[src/rtl/chg_seq_pkg.sv]
package chg_seq_pkg;

  typedef enum logic [2:0] {
    PH_IDLE  = 3'd0,
    PH_PRE   = 3'd1,
    PH_CC    = 3'd2,
    PH_CV    = 3'd3,
    PH_DONE  = 3'd4,
    PH_FAULT = 3'd5
  } phase_e;

  // Phases in which current flows into the battery.
  function automatic logic is_charging(phase_e p);
    return (p == PH_PRE) || (p == PH_CC) || (p == PH_CV);
  endfunction

  // Entry decision for a fresh cycle.
  function automatic phase_e qualify(logic below_pre);
    return below_pre ? PH_PRE : PH_CC;
  endfunction

  // Last tick of a deglitch or half-period window.
  function automatic logic window_end(int unsigned count, int unsigned len);
    return count == len - 1;
  endfunction

endpackage

[src/rtl/chg_fsm.sv]
module chg_fsm
  import chg_seq_pkg::*;
#(
  parameter int RECHG_MS = 20
) (
  input  logic   clk,
  input  logic   rst_n,
  input  logic   tick,
  input  logic   allow,
  input  logic   fault,
  input  logic   bat_pre,
  input  logic   cur_term,
  input  logic   at_vreg,
  input  logic   bat_rechg,
  output phase_e phase_q,
  output logic   phase_evt,
  output logic   rechg_go
);
  localparam int CW = $clog2(RECHG_MS + 1);

  logic [CW-1:0] rc_q;
  phase_e        phase_d;

  assign rechg_go = (phase_q == PH_DONE) && bat_rechg && tick &&
                    window_end(int'(rc_q), RECHG_MS);

  always_comb begin
    phase_d = phase_q;
    if (fault) begin
      phase_d = PH_FAULT;
    end else if (!allow) begin
      phase_d = PH_IDLE;
    end else begin
      unique case (phase_q)
        PH_IDLE:  phase_d = qualify(bat_pre);
        PH_PRE:   phase_d = qualify(bat_pre);
        PH_CC:    phase_d = at_vreg ? PH_CV : PH_CC;
        PH_CV:    phase_d = cur_term ? PH_DONE : PH_CV;
        PH_DONE:  phase_d = rechg_go ? qualify(bat_pre) : PH_DONE;
        PH_FAULT: phase_d = PH_IDLE;
        default:  phase_d = PH_IDLE;
      endcase
    end
  end

  assign phase_evt = (phase_d != phase_q);

  always_ff @(posedge clk or negedge rst_n) begin
    if (!rst_n) begin
      phase_q <= PH_IDLE;
      rc_q    <= '0;
    end else begin
      phase_q <= phase_d;
      if (phase_q != PH_DONE || !bat_rechg) begin
        rc_q <= '0;
      end else if (tick) begin
        rc_q <= rc_q + 1'b1;
      end
    end
  end
endmodule

[src/rtl/chg_blink.sv]
module chg_blink
  import chg_seq_pkg::*;
#(
  parameter int HALF_MS = 500
) (
  input  logic clk,
  input  logic rst_n,
  input  logic tick,
  input  logic active,
  output logic level
);
  localparam int BW = $clog2(HALF_MS + 1);

  logic [BW-1:0] cnt_q;

  always_ff @(posedge clk or negedge rst_n) begin
    if (!rst_n) begin
      cnt_q <= '0;
      level <= 1'b0;
    end else if (!active) begin
      cnt_q <= '0;
      level <= 1'b0;
    end else if (tick) begin
      if (window_end(int'(cnt_q), HALF_MS)) begin
        cnt_q <= '0;
        level <= ~level;
      end else begin
        cnt_q <= cnt_q + 1'b1;
      end
    end
  end
endmodule

[src/rtl/chg_intp.sv]
module chg_intp #(
  parameter int PULSE_CYC = 384
) (
  input  logic clk,
  input  logic rst_n,
  input  logic evt,
  output logic pulse_n
);
  localparam int PW = $clog2(PULSE_CYC + 1);

  logic [PW-1:0] left_q;

  always_ff @(posedge clk or negedge rst_n) begin
    if (!rst_n) begin
      left_q <= '0;
    end else if (evt) begin
      left_q <= PW'(PULSE_CYC);
    end else if (left_q != '0) begin
      left_q <= left_q - 1'b1;
    end
  end

  assign pulse_n = (left_q == '0);
endmodule

[src/rtl/chg_seq_top.sv]
module chg_seq_top
  import chg_seq_pkg::*;
#(
  parameter int RECHG_MS      = 20,
  parameter int BLINK_HALF_MS = 500,
  parameter int PULSE_CYC     = 384
) (
  input  logic       clk,
  input  logic       rst_n,
  input  logic       tick_ms,
  input  logic       en_bit,
  input  logic       en_n,
  input  logic       temp_ok,
  input  logic       fault,
  input  logic       stat_off,
  input  logic       bat_pre,
  input  logic       cur_term,
  input  logic       bat_rechg,
  input  logic       at_vreg,
  output logic [2:0] phase,
  output logic       stat_n,
  output logic       int_n
);
  phase_e phase_q;
  logic   phase_evt;
  logic   rechg_go;
  logic   allow;
  logic   in_fault;
  logic   blink_lvl;

  assign allow    = en_bit && !en_n && temp_ok;
  assign in_fault = (phase_q == PH_FAULT);

  chg_fsm #(.RECHG_MS(RECHG_MS)) u_fsm (
    .clk       (clk),
    .rst_n     (rst_n),
    .tick      (tick_ms),
    .allow     (allow),
    .fault     (fault),
    .bat_pre   (bat_pre),
    .cur_term  (cur_term),
    .at_vreg   (at_vreg),
    .bat_rechg (bat_rechg),
    .phase_q   (phase_q),
    .phase_evt (phase_evt),
    .rechg_go  (rechg_go)
  );

  chg_blink #(.HALF_MS(BLINK_HALF_MS)) u_blink (
    .clk    (clk),
    .rst_n  (rst_n),
    .tick   (tick_ms),
    .active (in_fault),
    .level  (blink_lvl)
  );

  chg_intp #(.PULSE_CYC(PULSE_CYC)) u_intp (
    .clk     (clk),
    .rst_n   (rst_n),
    .evt     (phase_evt),
    .pulse_n (int_n)
  );

  assign phase  = phase_q;
  assign stat_n = stat_off | (in_fault ? blink_lvl : ~is_charging(phase_q));
endmodule

[config.mk]
export PLATFORM = sky130hd
export DESIGN_NAME = chg_seq_top
export DESIGN_NICKNAME = d
export VERILOG_FILES = /design/src/rtl/chg_seq_pkg.sv /design/src/rtl/chg_fsm.sv /design/src/rtl/chg_blink.sv /design/src/rtl/chg_intp.sv /design/src/rtl/chg_seq_top.sv
export SDC_FILE = /design/constraint.sdc
export NUM_CORES = 1
export LEC_CHECK = 0
export BUFFER_PORTS_ARGS = -buffer_cell sky130_fd_sc_hd__buf_4
export CAP_MARGIN = 20
export CELL_PAD_IN_SITES_DETAIL_PLACEMENT = 2
export CELL_PAD_IN_SITES_GLOBAL_PLACEMENT = 2
export CORE_MARGIN = 1
export CORE_UTILIZATION = 39
export DETAILED_ROUTE_END_ITERATION = 6
export PLACE_DENSITY_LB_ADDON = 0.25
export SLEW_MARGIN = 20
export SYNTH_ARGS = -nofsm -noshare
export SYNTH_HDL_FRONTEND = slang
export SYNTH_SLANG_ARGS = --single-unit
[constraint.sdc]
create_clock -name clk -period 4.3 [get_ports clk]
set_clock_uncertainty 0.1 [all_clocks]
set_input_delay 0.43 -clock clk [delete_from_list [all_inputs] [get_ports clk]]
set_output_delay 0.43 -clock clk [all_outputs]
set_load 0.05 [all_outputs]
==> impl_metrics.py <==
metrics = {
    "sta": {
        "timing.final.max_slew_violations": 0,
        "setup_viol": 0,
        "max_freq_mhz": 380,
        "min_period_over_period_pct": 61.3,
        "rsz0062_at_grt": "false",
        "relSlewSlack_pct": 53.8,
        "timing.final.crit_period_ps": 2630,
        "tightest_slew_ps": 684,
        "finalHoldViolations": 0,
        "setup_tns_ps": 0,
    },
    "finish": {
        "nFillCells": 444,
        "drive_gt1_share_pct": 13.3,
        "synthToLayoutAreaGrowth_pct": 12.3,
        "antenna_cells": 0,
        "layout.nets": 204,
        "fin_util_pct": 45.4,
    },
    "synthesis": {
        "avgSynthCellArea_sq_um": 9.35,
        "netlist_instances": 173,
        "synth.distinct_cells": 46,
        "yosysWarnings": 0,
        "ys_seq_area_share_pct": 41.8,
        "ys_seq_elements": 27,
        "syn_area_sq_um": 1620,
        "async_flop_share_pct": 100,
        "syn-num-nets": 188,
        "ys.flop_type": "dfrtp_1",
        "synth_edf_count": 0,
    },
    "cts": {
        "cts-resized-gates": 0,
        "cts.htree.levels": 1,
        "cts_sinks": 27,
        "clock_latency_ps": 270,
        "cts_tree": "done",
        "cts_root_buf": "clkbuf_8",
        "clock_path_buffers": 2,
        "path_clk_slew_ps": 90,
        "cts_made_buffers": 3,
    },
    "run": {
        "drv_cap": 0,
    },
    "setup_path": {
        "critPathLaunch": "u_intp.left_q[0]",
        "arrival_ps": 2100,
        "path_max_fanout": 5,
        "cp-end-kind": "primary output",
        "critical_path_required_ps": 3770,
        "reg2reg_from": "u_fsm.phase_q[2]",
        "crit_path_start_kind": "flip-flop",
        "crit_type": "flip-flop to primary output",
    },
    "route": {
        "wl_um": 4060,
        "drtAntennaViolNets": 0,
        "dr.pass1.iters": 4,
        "drtIter0Drc": 56,
        "vias_per_cell": 5.59,
        "wl_per_cell_um": 17.1,
        "drc": 0,
        "vias": 1330,
    },
    "floorplanning": {
        "die_w_um": 66.4,
        "rows": 23,
        "initial_core_util_pct": 40.4,
        "die_y_um": 66.4,
        "io_pins": 17,
        "core_area_sq_um": 4000,
        "die_area_sq_um": 4410,
    },
    "placement": {
        "port_buffers": 16,
        "hpwlAfterDp_um": 3050,
        "gp_congestion": 0.789,
    },
    "global_routing": {
        "grt_pass1_vias": 1407,
        "grt_pass1_wl_um": 6760,
        "overflow": 0,
        "grt_util_all_layers_pct": 20.2,
        "antenna_found_initial": 0,
        "grt_max_degree": 28,
    },
    "run_status": {
        "outcome": "complete, no violations",
    },
    "pwr": {
        "peakVddDrop_mv": 0.119,
        "pwr-share-comb_pct": 24.0,
        "power.switching_uw": 171,
        "leakage_nw": 0.736,
        "power-per-cell-area_nw_per_um2": 310,
        "p_clk_share_pct": 25.2,
        "switching_share_pct": 30.4,
        "seqPwrFrac_pct": 50.8,
        "p_int_uw": 391,
    },
    "worst_hold_path": {
        "hold_class": "primary input to flip-flop",
        "worstHoldStart": "fault",
    },
}
kinds of logic (layout without fill, tap and decap cells):
logic type / count (synthesis) / count (layout) / synth area share, %
xor+xnor: 12 / 12 / 6.50
compound gates: 36 / 36 / 15.3
fa+ha+maj: 3 / 3 / 2.32
simple gates: 77 / 77 / 26.9
buf+inv: 13 / 28 / 4.02
mux: 5 / 5 / 3.17
flops: 27 / 27 / 41.8
worst max-delay path, cell delays in order (launching register included):
cell and delay (ps):
dfrtp_1 390, inv_1 100, ha_1 200, nor3b_1 250, nor4b_2 590, buf_4 310
cell type report:
type / count / area, sq um / area share (%)
flip-flops and latches: 27 / 676 / 37.2
repair buffers: 17 / 130 / 7.16
multi-input cells: 133 / 877 / 48.3
clock buffers: 4 / 45.0 / 2.48
inverters: 7 / 26.3 / 1.45
well taps: 50 / 62.6 / 3.44
timing repair:
item                                   4_1_cts  5_1_grt
endpoints found under the hold margin       27        0
setup buffers                                0        0
hold buffers                                 1        0
cells in the mapped netlist, drive strengths merged (2+ instances only):
library cell  count  area (sq um)
dfrtp            27           676
nor3b             2          15.0
inv               7          26.3
clkbuf            3          12.5
ha                3          37.5
or3               4          25.0
o41ai             2          17.5
o2111ai           2          17.5
xor2              5          43.8
xnor2             7          61.3
a21oi             8          40.0
o21ai             7          35.0
nor4              3          33.8
nor3              4          20.0
nand2b            8          50.1
nor2             25          93.8
nand4             3          18.8
and3              3          18.8
o31ai             2          15.0
nand3             4          20.0
or2               2          12.5
nand3b            2          15.0
a211oi            7          57.6
mux2i             4          40.0
buf               3          26.3
nand2            11          41.3
worst paths after layout:
| check | to | slack [ps] | cells past startpoint |
|---|---|---|---|
| min in group asynchronous | u_intp.left_q[7] | 510 | 2 |
| worst max-delay path | int_n | 1670 | 5 |
| worst min-delay path | u_fsm.phase_q[1] | 280 | 2 |
| max in group asynchronous | u_intp.left_q[8] | 3330 | 2 |
| worst min register to register | u_blink.cnt_q[0] | 450 | 1 |
| worst max register to register | u_intp.left_q[8] | 1820 | 5 |
power groups by stage:
stage               Clock, mW  Sequential, mW  Combinational [mW]
floorplan                   0           0.289              0.0953
finish                  0.142           0.286               0.135
CTS                     0.151           0.286               0.137
detailed placement          0           0.291               0.135
global placement            0           0.288               0.128
global route            0.158           0.289               0.150
cell usage in the layout, fill, tap and decap left out, types with 3 or more instances in the layout:
cell	n
dfrtp_1	27
nor2_1	25
buf_4	16
nand2_1	11
nand2b_1	8
a21oi_1	8
inv_1	7
o21ai_0	7
xnor2_1	7
a211oi_1	6
xor2_1	5
or3_1	4
nor3_1	4
mux2i_1	4
nand3_1	4
and3_1	3
nand4_1	3
ha_1	3
clkbuf_8	3
per-layer routing:
layer | GRT usage (%) | part of all wire [%] | vias to the layer above
met2 | 36.1 | 51 | 11
met3 | 2.07 | 1.9 | 2
met1 | 25.9 | 47 | 667
met5 | 0 | 0 | -
li1 | - | - | 650
met4 | 4.79 | 0.44 | 0
sequential cells by signal, summed over array words and instances (netlist names):
signal,cells
u_blink.cnt_q,9
u_blink.level,1
u_fsm.phase_q,3
u_fsm.rc_q,5
u_intp.left_q,9
through the flow:
step	hold slack (ps)	cell area [sq um]	total power, mW	std cells	worst slack, ps
floorplan	34.4	1620	0.384	173	1620
global placement	264	1760	0.416	233	1950
detailed placement	270	1760	0.426	233	1810
CTS	266	1820	0.574	238	1620
global route	282	1820	0.597	238	1510
finish	281	1820	0.562	238	1670
Note: power is estimated with default switching activity, not from simulation.
